## config.mk

```make
export PLATFORM = sky130hd
export DESIGN_NAME = uart_rx_status
export DESIGN_NICKNAME = d
export VERILOG_FILES = /design/src/rtl/uart_lsr_pkg.sv /design/src/rtl/rx_parity_judge.sv /design/src/rtl/rx_char_queue.sv /design/src/rtl/lsr_flag_unit.sv /design/src/rtl/uart_rx_status.sv
export SDC_FILE = /design/constraint.sdc
export NUM_CORES = 1
export LEC_CHECK = 0
export ABC_CLOCK_PERIOD_IN_PS = 3300
export BUFFER_PORTS_ARGS = -buffer_cell sky130_fd_sc_hd__clkbuf_2
export CORE_ASPECT_RATIO = 1.25
export CORE_MARGIN = 2
export CORE_UTILIZATION = 56
export DETAILED_ROUTE_END_ITERATION = 10
export GPL_TIMING_DRIVEN = 0
export PLACE_DENSITY = 0.85
export RECOVER_POWER = 100
export SLEW_MARGIN = 25
export SYNTH_ARGS = -nofsm -noshare
export SYNTH_HDL_FRONTEND = slang
export SYNTH_SLANG_ARGS = --single-unit
```

## constraint.sdc

```tcl
create_clock -name clk -period 3.3 [get_ports clk]
set_input_delay 0.33 -clock clk [delete_from_list [all_inputs] [get_ports clk]]
set_output_delay 0.33 -clock clk [all_outputs]
set_load 0.03 [all_outputs]
```

## src/rtl/uart_lsr_pkg.sv

```systemverilog
package uart_lsr_pkg;
   // status byte width and the bit positions software decodes
   localparam int unsigned STAT_W  = 8;
   localparam int unsigned LSR_DR  = 0;
   localparam int unsigned LSR_OE  = 1;
   localparam int unsigned LSR_PE  = 2;

   typedef enum logic {
      MODE_HOLD  = 1'b0,
      MODE_QUEUE = 1'b1
   } rx_mode_e;
endpackage

```

## src/rtl/rx_parity_judge.sv

```systemverilog
module rx_parity_judge #(
   parameter int unsigned DATA_W = 8
) (
   input  logic              even_sel,
   input  logic [DATA_W-1:0] data,
   input  logic              par_bit,
   output logic              par_err
);
   logic odd_ones;

   generate
      if (DATA_W < 1) begin : g_bad_width
         $error("rx_parity_judge: DATA_W must be at least 1");
      end
   endgenerate

   // odd_ones is 1 when data plus parity carries an odd number of ones
   assign odd_ones = ^{data, par_bit};
   assign par_err  = even_sel ? odd_ones : ~odd_ones;
endmodule

```

## src/rtl/rx_char_queue.sv

```systemverilog
module rx_char_queue #(
   parameter int unsigned ENTRY_W = 9,
   parameter int unsigned DEPTH   = 16,
   localparam int unsigned AW     = (DEPTH > 1) ? $clog2(DEPTH) : 1,
   localparam int unsigned CNT_W  = AW + 1
) (
   input  logic               clk,
   input  logic               rst_n,
   input  logic               flush,
   input  logic               push,
   input  logic               pop,
   input  logic               overwrite,
   input  logic [ENTRY_W-1:0] wdata,
   output logic [ENTRY_W-1:0] head,
   output logic               empty,
   output logic               full,
   output logic [CNT_W-1:0]   count
);
   logic [ENTRY_W-1:0] mem [DEPTH];
   logic [AW-1:0]      wr_ptr, rd_ptr;
   logic [AW-1:0]      wr_nxt, rd_nxt;

   generate
      if (DEPTH < 2) begin : g_bad_depth
         $error("rx_char_queue: DEPTH must be at least 2");
      end
      if ((DEPTH & (DEPTH - 1)) == 0) begin : g_wrap_pow2
         assign wr_nxt = wr_ptr + 1'b1;
         assign rd_nxt = rd_ptr + 1'b1;
      end else begin : g_wrap_mod
         assign wr_nxt = (wr_ptr == AW'(DEPTH - 1)) ? '0 : wr_ptr + 1'b1;
         assign rd_nxt = (rd_ptr == AW'(DEPTH - 1)) ? '0 : rd_ptr + 1'b1;
      end
   endgenerate

   always_ff @(posedge clk) begin
      if (push) begin
         mem[wr_ptr] <= wdata;
      end else if (overwrite) begin
         mem[rd_ptr] <= wdata;
      end
   end

   always_ff @(posedge clk or negedge rst_n) begin
      if (!rst_n) begin
         wr_ptr <= '0;
         rd_ptr <= '0;
         count  <= '0;
      end else if (flush) begin
         wr_ptr <= '0;
         rd_ptr <= '0;
         count  <= '0;
      end else begin
         if (push) wr_ptr <= wr_nxt;
         if (pop)  rd_ptr <= rd_nxt;
         case ({push, pop})
            2'b10:   count <= count + 1'b1;
            2'b01:   count <= count - 1'b1;
            default: count <= count;
         endcase
      end
   end

   assign head  = mem[rd_ptr];
   assign empty = (count == '0);
   assign full  = (count == CNT_W'(DEPTH));
endmodule

```

## src/rtl/lsr_flag_unit.sv

```systemverilog
module lsr_flag_unit
   import uart_lsr_pkg::*;
(
   input  logic              clk,
   input  logic              rst_n,
   input  rx_mode_e          mode,
   input  logic              ovr_evt,
   input  logic              bad_hold,
   input  logic              lsr_rd,
   input  logic              pop,
   input  logic              flush,
   input  logic              empty,
   input  logic              head_pe,
   output logic [STAT_W-1:0] lsr
);
   logic oe_q, pe_q, ack_q;
   logic pe_bit;

   always_ff @(posedge clk or negedge rst_n) begin
      if (!rst_n) begin
         oe_q  <= 1'b0;
         pe_q  <= 1'b0;
         ack_q <= 1'b0;
      end else begin
         // a fresh event beats a same-cycle status read
         oe_q  <= ovr_evt  | (oe_q & ~lsr_rd);
         pe_q  <= bad_hold | (pe_q & ~lsr_rd);
         // a status read hides the head tag until the head moves
         ack_q <= ~pop & ~flush & (ack_q | (lsr_rd & ~empty));
      end
   end

   always_comb begin
      if (mode == MODE_QUEUE) pe_bit = ~empty & head_pe & ~ack_q;
      else                    pe_bit = pe_q;
   end

   always_comb begin
      lsr         = '0;
      lsr[LSR_DR] = ~empty;
      lsr[LSR_OE] = oe_q;
      lsr[LSR_PE] = pe_bit;
   end
endmodule

```

## src/rtl/uart_rx_status.sv

```systemverilog
module uart_rx_status
   import uart_lsr_pkg::*;
#(
   parameter int unsigned DATA_W = 8,
   parameter int unsigned DEPTH  = 16,
   localparam int unsigned ENTRY_W = DATA_W + 1,
   localparam int unsigned AW      = (DEPTH > 1) ? $clog2(DEPTH) : 1,
   localparam int unsigned CNT_W   = AW + 1
) (
   input  logic              clk,
   input  logic              rst_n,
   input  logic              fifo_mode,
   input  logic              even_par_sel,
   input  logic              rx_valid,
   input  logic [DATA_W-1:0] rx_data,
   input  logic              rx_par_bit,
   input  logic              rbr_rd,
   input  logic              lsr_rd,
   output logic [7:0]        lsr_out,
   output logic [DATA_W-1:0] rbr_data
);
   rx_mode_e           mode_q;
   logic               flush;
   logic               par_err;
   logic               rx_in, pop, push, overwrite, ovr_evt, bad_hold;
   logic               q_empty, q_full, occupied;
   logic [CNT_W-1:0]   q_count;
   logic [ENTRY_W-1:0] q_head;
   logic [STAT_W-1:0]  lsr_int;

   generate
      if (STAT_W != 8) begin : g_bad_stat
         $error("uart_rx_status: status byte must be 8 bits");
      end
   endgenerate

   always_ff @(posedge clk or negedge rst_n) begin
      if (!rst_n) mode_q <= MODE_HOLD;
      else        mode_q <= rx_mode_e'(fifo_mode);
   end

   assign flush    = (fifo_mode != mode_q);
   assign rx_in    = rx_valid & ~flush;
   assign pop      = rbr_rd & ~q_empty & ~flush;
   // holding mode treats a single stored character as full
   assign occupied = (mode_q == MODE_QUEUE) ? q_full : ~q_empty;
   assign ovr_evt  = rx_in & occupied & ~pop;
   assign overwrite = ovr_evt & (mode_q == MODE_HOLD);
   assign push     = rx_in & ~ovr_evt;
   assign bad_hold = rx_in & par_err & (mode_q == MODE_HOLD);

   rx_parity_judge #(.DATA_W(DATA_W)) u_judge (
      .even_sel (even_par_sel),
      .data     (rx_data),
      .par_bit  (rx_par_bit),
      .par_err  (par_err)
   );

   rx_char_queue #(.ENTRY_W(ENTRY_W), .DEPTH(DEPTH)) u_queue (
      .clk       (clk),
      .rst_n     (rst_n),
      .flush     (flush),
      .push      (push),
      .pop       (pop),
      .overwrite (overwrite),
      .wdata     ({par_err, rx_data}),
      .head      (q_head),
      .empty     (q_empty),
      .full      (q_full),
      .count     (q_count)
   );

   lsr_flag_unit u_flags (
      .clk      (clk),
      .rst_n    (rst_n),
      .mode     (mode_q),
      .ovr_evt  (ovr_evt),
      .bad_hold (bad_hold),
      .lsr_rd   (lsr_rd),
      .pop      (pop),
      .flush    (flush),
      .empty    (q_empty),
      .head_pe  (q_head[ENTRY_W-1]),
      .lsr      (lsr_int)
   );

   assign lsr_out  = lsr_int;
   assign rbr_data = q_head[DATA_W-1:0];
endmodule

```

* Word-level counts from Yosys, hierarchy flattened
Memory sizes are Yosys's and may differ from the RTL's. Index checks and enable logic that the tools add are counted.
Operators by class: $add $sub $neg 4, mux-type cells 17, bitwise gates (word level) 27, reductions and logical operators 6, eq/ne operators 4
Operators by type and width (number):
- $mux 4 | 5
- $and 1x1->1 | 16
- $pmux 5 s2 | 1
- $mux 1 | 9
- $mux 9 | 1
- $reduce_or 9->1 | 1
- $reduce_xor 9->1 | 1
- $add 4x1->4 const B | 2
- $not 1->1 | 8
- $add 5x1->5 const B | 1
- $eq 5x5->1 const B | 1
- $logic_not 5->1 | 1
- $mux 5 | 1
- $sub 5x1->5 const B | 1
- $reduce_bool 2->1 | 2
- $or 1x1->1 | 3
- $reduce_bool 3->1 | 1
- $eq 2x1->1 const B | 1
- $eq 2x2->1 const B | 1
- $ne 1x1->1 | 1
Word-level totals: bits in writable memories 144, input port bits 16, word-level logic and storage cells 66, memories kept 1, output and inout port bits 16, bits in registers 17
Memories:
- u_queue.mem | words 16, width 9, rd ports 1, clocked after Yosys merged registers in 0, wr ports 1, line rx_char_queue.sv:19 | logic [ENTRY_W-1:0] mem [DEPTH];

* Longest topological paths before layout
Gate-level depths: netlist (run 1).
depth after elaboration 12, depth in mapped cells 11, mapped depth without buffers 10

* Cells and area by module
Synthesis (run 1) repeated with hierarchy kept, for this count alone.
Second synthesis, totals: cells, all modules 383, area total of the unflattened synthesis 6759.0 sq um
By module, submodules not included:
- rx_char_queue | sequential area each 4649.5 sq um, area each 6381.1 sq um, instances 1, cells an instance 341
- lsr_flag_unit | sequential area each 75.1 sq um, area each 187.7 sq um, instances 1, cells an instance 21
- uart_rx_status | sequential area each 25.0 sq um, area each 106.4 sq um, instances 1, cells an instance 13
- rx_parity_judge | sequential area each 0.0 sq um, area each 83.8 sq um, instances 1, cells an instance 8

* Worst setup path before layout (run 1)
No wires, ideal clock.
path kind input port to flip-flop, from in rx_valid, to reg u_queue.count[4], stages on the path 11, slack 879 ps, data arrival time 2288 ps, setup time 133 ps, cell sequence clkbuf_8 > nand2b_1 > a21oi_1 > nand2_1 > inv_1 > ha_1 > nor2b_1 > o21a_1 > or2_2 > o2111ai_1 > o41ai_2
Between the ends: longest elaborated chain between the ends 8
RTL lines:
- start, declared | line uart_rx_status.sv:14 | input logic rx_valid,
- $and 1x1->1 (*) | line uart_rx_status.sv:43 | assign rx_in = rx_valid & ~flush;
- $and 1x1->1 (2 in series) | line uart_rx_status.sv:47 | assign ovr_evt = rx_in & occupied & ~pop;
- $not 1->1 | line uart_rx_status.sv:49 | assign push = rx_in & ~ovr_evt;
- $and 1x1->1 (*) | line uart_rx_status.sv:49
- $eq 2x1->1 or $eq 2x2->1 (tied branches) | line rx_char_queue.sv:56 | case ({push, pop})
- $pmux 5 s2 | line rx_char_queue.sv:56
- $mux 5 | line rx_char_queue.sv:49 | end else if (flush) begin
- end signal, assigned | line rx_char_queue.sv:57 | 2'b10: count <= count + 1'b1;
- end signal, assigned | line rx_char_queue.sv:58 | 2'b01: count <= count - 1'b1;
- end signal, assigned | line rx_char_queue.sv:59 | default: count <= count;
- end, declared | line rx_char_queue.sv:17 | output logic [CNT_W-1:0] count
Every way passes the cells marked *; elsewhere a longest branch is shown, timed or not. A chain may end at the register's enable or synchronous reset.

* Worst setup path in the final report (run 1)
from reg u_queue.rd_ptr[0], to out rbr_data[5]
Between the ends: longest elaborated chain between the ends 1
RTL lines:
- start, declared | line rx_char_queue.sv:20 | logic [AW-1:0] wr_ptr, rd_ptr;
- start signal, assigned | line rx_char_queue.sv:55 | if (pop) rd_ptr <= rd_nxt;
- $mem_v2 16x9
- end, declared | line uart_rx_status.sv:20 | output logic [DATA_W-1:0] rbr_data
No other way between the ends.

==> results_dict.tcl, run 1 <==
set metrics [dict create \
    crit_share_post_route 0.922 \
    mappedNetlistArea_sq_um 6890 \
    synth_area_per_cell_sq_um 17.0 \
    async_flop_share 0.106 \
    yosysSeqAreaShare 0.690 \
    preCtsSetupSlack_ns 0.414 \
    cp_slowest_stage_delay_ns 0.43 \
    fin_worst_skew_ns 0.00789 \
    worst_path_most_repeated_cell "clkbuf_2" \
    gr-usage-met3 0.0720 \
    portBuffers 25 \
    synthToLayoutAreaGrowth_pct 11.9 \
    count_of_boundary_i_o_pins 32 \
    post_cts.resized_instances 0 \
    cts_post_setup_buffers_inserted 0 \
    floorplan.core_area_sq_um 12000 \
    gp_routability_congestion 0.855 \
    groute.layer.met1.usage 0.288 \
    fill_cells 866 \
    crit_arrival_ns 2.71 \
    endpoint_kind "output port" \
    design_area_sq_um 7710 \
    fin_setup_tns_ns 0 \
    drt-initial-drc-count 393 \
    cts_inserted_buffers 17 \
    yosys_warnings 0 \
    largest_area_contributor_in_the_synthesized_netlist "edfxtp_1" \
    cp.depth 8 \
    critical_path.startpoint "u_queue.rd_ptr[0]" \
    busiest_layer "met2" \
    floorplan.die.height_um 128 \
    multi_input_combinational_cell_area_sq_um 1870 \
    ys_top_cells_by_area "edfxtp_1 63%, mux4_2 9.2%, dfrtp_1 6.2%" \
    grt_antenna_before_repair 0 \
    critical_path.slowest_cell "dfrtp_1" \
    clk_latency_ns 0.43 \
    layout.nets 476 \
    remaining_drc_errors 0 \
    outcome "finished, final reports clean" \
    hold-path-endpoint "mode_q" \
    synth_enable_flop_cells 144 \
    ctsHtreeMaxLevel 4 \
    regToRegSetupSlack_ns 0.29 \
    overall_global_routing_resource_usage 0.242 \
    initial_utilization 0.572 \
    clock_path_buffers 2 \
    cp_top_family "buffers and inverters" \
    finalSetupViolations 0 \
    r2r-end "u_queue.mem[11][4]" \
    postPlaceCellArea_sq_um 7240 \
    viasPerCell 6.08 \
    synth.ff_latch_count 161 \
    ff_latch_area_sq_um 4750 \
    layout_common_cells "144 x edfxtp_1, 37 x nor2_1, 29 x clkbuf_1" \
    hold_start "fifo_mode" \
    first_global_vias 4022 \
    cellPowerDensity_nw_per_um2 735 \
    start_kind "register" \
    final.setup.worst_slack_ns 0.258 \
    ir_drop_uv 466 \
    grt_max_degree 18 \
    route.vias.total 3831 \
    slew_worst_pin_ns 1.41 \
    cp_max_fo 10 \
    final_period_minus_worst_setup_slack_ns 3.04 \
    synthCells 405 \
    path_class "register to output port" \
    power_leakage_nw 2.57 \
    die-width_um 103 \
    hold_viol 0 \
    worst_hold_path_type "input pin to register" \
    clock_root_buffer_master "clkbuf_16" \
    mostFrequentLayoutCell "edfxtp_1" \
    cell_breakdown_of_the_critical_path "buf_6 -> clkbuf_2 -> mux2_2 -> o22ai_1 -> nor2_1 -> a22oi_1 -> o21ai_0 -> clkbuf_2" \
    firstDrtPassIters 5 \
    final_max_slew_viol_count 0 \
    global_route.usage.met2 0.409 \
    total_power_draw_mw 5.67 \
    grt_first_pass_wirelength_um 22300 \
    die_area_sq_um 13200 \
    primary_flip_flop_cell_chosen_by_synthesis_mapping "edfxtp_1" \
    layout_cell_share_with_drive_strength_beyond_1 0.212 \
    cts_tree "yes" \
    number_of_nets_with_antenna_violations_after_detailed_routing 0 \
    yosys.cell_types.count 52 \
    r2r-start "u_queue.count[0]" \
    final_hpwl_from_detailed_placement_um 9350 \
    crit_required_ns 2.97 \
    cap_viol_max_count 0 \
    hold_depth 1 \
    numClockSinks 161 \
    max_slew_margin 0.0514 \
    drt-wirelength-per-cell_um 22.8 \
    num_antenna_cells 0 \
    globalRoute.totalOverflow 0 \
    worst-path-buf-inv 3 \
    ctsHoldBuffers 1 \
    setup_repair_after_global_routing_missed_its_margin "no" \
    core.rowCount 45 \
    timing.fmax_ghz 0.329 \
    clkTransAtPathRegs_ns 0.06 \
    drt_wl_total_um 14400 \
    synth_top_area_share 0.628 \
    reg2regPathDepth 6 \
]
[kinds of logic after synthesis]
group / share of synthesized area
compound gates: 0.0676
mux: 0.121
flops: 0.690
xor+xnor: 0.0267
other cells: 0.000545
fa+ha+maj: 0.0120
simple gates: 0.0516
buf+inv: 0.0312
[flip-flops by register name (all words and copies together) (netlist names)]
register        cells
mode_q              1
u_flags.oe_q        1
u_flags.ack_q       1
u_flags.pe_q        1
u_queue.wr_ptr      4
u_queue.mem       144
u_queue.rd_ptr      4
u_queue.count       5
[through the flow]
step	utilization	hold slack (ns)	cells
finish	0.640	0.0975	630
global route	0.640	0.0816	630
CTS	0.648	0.0669	630
detailed placement	0.601	0.291	598
global placement	0.600	0.279	598
floorplan	-	0.0344	409
[where the power goes]
group          switching [mW]  internal, mW  total (mW)
logic                   0.830         0.578        1.41
registers              0.0650          2.34        2.41
clock network           0.753          1.10        1.85
total                    1.65          4.02        5.67
[final cells by class]
type	instances	share of cell area
clock buffer	20	0.0566
buffer	24	0.0216
inverter	13	0.00633
tap	164	0.0266
sequential	161	0.616
timing repair buffer	26	0.0144
multi-input combinational	211	0.243
clock inverter	11	0.0151
[per-layer routing]
metal  wire (um)  vias to the layer above
li1            -                     1671
met1        5260                     1961
met2        7810                      168
met3         919                       31
met4         374                        0
met5           0                        -
[synthesized netlist by cell type (all sizes together), types with 4 or more instances]
master and instances:
mux4 28, xor2 4, a22oi 11, buf 14, nor3b 4, mux2 16
a31oi 4, o22ai 9, nor2 37, clkbuf 10, xnor2 17, nand3 7
nand2 10, edfxtp 144, dfrtp 17, o21ai 10, inv 13, ha 5
a21oi 13
[worst max-delay path by stage]
stage                        endpoint  slack [ns]
floorplan            u_queue.count[4]        0.88
global placement    u_queue.mem[6][5]        0.45
detailed placement  u_queue.mem[7][4]        0.41
CTS                       rbr_data[5]        0.24
global route              rbr_data[5]        0.08
finish                    rbr_data[5]        0.26
No activity file was read; power rests on OpenSTA's default activity.
==> inputs of run 2 (changes only) <==
- ABC_CLOCK_PERIOD_IN_PS: 3300 -> 3920
- clock period: 3.3 -> 3.92 ns (I/O delays scaled with it)
==> results_dict.tcl, run 2 (same netlist as run 1, synthesis figures left out) <==
set metrics [dict create \
    crit_share_post_route 0.860 \
    num_antenna_cells 0 \
    crit_arrival_ns 2.98 \
    largest_reg_flops 144 \
    fill_cells 864 \
    grt_antenna_before_repair 0 \
    reg_top3 "u_queue.mem (144), u_queue.count (5)" \
    cp_top_family "buffers and inverters" \
    core.rowCount 45 \
    grt_first_pass_wirelength_um 22300 \
    cap_viol_max_count 0 \
    cts_inserted_buffers 17 \
    reg2regPathDepth 5 \
    drt_wl_total_um 14400 \
    cp_slowest_stage_delay_ns 0.70 \
    hold_start "fifo_mode" \
    cell_breakdown_of_the_critical_path "buf_6 -> clkbuf_1 -> mux4_2 -> a22oi_1 -> o21ai_0 -> clkbuf_1" \
    ctsHoldBuffers 1 \
    power_leakage_nw 2.57 \
    portBuffers 25 \
    post_cts.resized_instances 0 \
    final_max_slew_viol_count 0 \
    clock_path_buffers 2 \
    busiest_layer "met2" \
    cp_max_fo 10 \
    r2r-end "u_queue.mem[13][2]" \
    r2r-start "u_queue.count[0]" \
    clock_root_buffer_master "clkbuf_16" \
    layout_common_cells "144 x edfxtp_1, 37 x nor2_1, 31 x clkbuf_1" \
    setup_repair_after_global_routing_missed_its_margin "no" \
    final_hpwl_from_detailed_placement_um 9350 \
    remaining_drc_errors 0 \
    gp_routability_congestion 0.855 \
    hold_depth 1 \
    overall_global_routing_resource_usage 0.242 \
    global_route.usage.met2 0.409 \
    worst-path-buf-inv 3 \
    grt_max_degree 18 \
    floorplan.core_area_sq_um 12000 \
    viasPerCell 6.09 \
    critical_path.startpoint "u_queue.rd_ptr[0]" \
    regToRegSetupSlack_ns 0.67 \
    initial_utilization 0.572 \
    globalRoute.totalOverflow 0 \
    groute.layer.met1.usage 0.288 \
    drt-initial-drc-count 348 \
    drt-wirelength-per-cell_um 22.8 \
    cellPowerDensity_nw_per_um2 618 \
    numClockSinks 161 \
    gr-usage-met3 0.0720 \
    max_slew_margin 0.0512 \
    route.vias.total 3836 \
    synthToLayoutAreaGrowth_pct 12.0 \
    slew_worst_pin_ns 1.41 \
    timing.fmax_ghz 0.297 \
    cts_tree "yes" \
    critical_path.slowest_cell "clkbuf_1" \
    fin_worst_skew_ns 0.00807 \
    final.setup.worst_slack_ns 0.549 \
    firstDrtPassIters 5 \
    clk_latency_ns 0.43 \
    worst_path_most_repeated_cell "clkbuf_1" \
    ff_latch_area_sq_um 4750 \
    crit_required_ns 3.53 \
    final_period_minus_worst_setup_slack_ns 3.37 \
    clkTransAtPathRegs_ns 0.06 \
    path_class "register to output port" \
    cts_post_setup_buffers_inserted 0 \
    number_of_nets_with_antenna_violations_after_detailed_routing 0 \
    count_of_boundary_i_o_pins 32 \
    top_register_by_number_of_flip_flops "u_queue.mem" \
    fin_setup_tns_ns 0 \
    ir_drop_uv 390 \
    start_kind "register" \
    endpoint_kind "output port" \
    hold-path-endpoint "mode_q" \
    layout.nets 476 \
    ctsHtreeMaxLevel 4 \
    die_area_sq_um 13200 \
    layout_cell_share_with_drive_strength_beyond_1 0.210 \
    first_global_vias 4022 \
    final_util 0.640 \
    floorplan.die.height_um 128 \
    mostFrequentLayoutCell "edfxtp_1" \
    finalSetupViolations 0 \
    multi_input_combinational_cell_area_sq_um 1880 \
    die-width_um 103 \
    outcome "finished, final reports clean" \
    worst_hold_path_type "input pin to register" \
    preCtsSetupSlack_ns 1.03 \
    hold_viol 0 \
]
run 2: cell count changes in the layout (fill, tap and decap cells not counted), sizes merged:
cell	before	now
buf	12	13
clkbuf	57	56
run 2: stage by stage:
stage          hold WS [ns]  instance area [sq um]  instances  power [mW]
6_report              0.162                   7710        630        4.77
5_1_grt               0.144                   7710        630        4.96
4_1_cts               0.129                   7800        630        4.85
3_5_place_dp          0.353                   7240        598        3.30
3_3_place_gp          0.341                   7230        598        3.24
2_1_floorplan        0.0964                   6900        409        2.97
run 2: area by class of cell:
class	instances	area share
Clock buffer	20	0.0566
Sequential cell	161	0.616
Timing Repair Buffer	26	0.0143
Clock inverter	11	0.0151
Inverter	13	0.00633
Buffer	24	0.0214
Multi-Input combinational cell	211	0.244
Tap cell	164	0.0266
run 2: metal layers:
layer,vias to the layer above,part of all wire
met1,1941,0.37
met2,187,0.54
li1,1671,-
met5,-,0
met3,37,0.064
met4,0,0.029
run 2: how the worst max path moves through the flow:
| stage | endpoint | slack (ns) | cells past startpoint |
|---|---|---|---|
| 6_report | rbr_data[6] | 0.55 | 6 |
| 5_1_grt | rbr_data[1] | 0.35 | 6 |
| 4_1_cts | rbr_data[5] | 0.80 | 8 |
| 3_5_place_dp | u_queue.mem[7][4] | 1.03 | 5 |
| 3_3_place_gp | u_queue.mem[6][5] | 1.07 | 5 |
| 2_1_floorplan | u_queue.count[4] | 1.44 | 11 |
run 2: where the power goes:
part	total (mW)	internal [mW]	switching (mW)
combinational	1.18	0.483	0.699
sequential	2.03	1.97	0.0551
clock	1.56	0.927	0.634
total	4.77	3.38	1.39
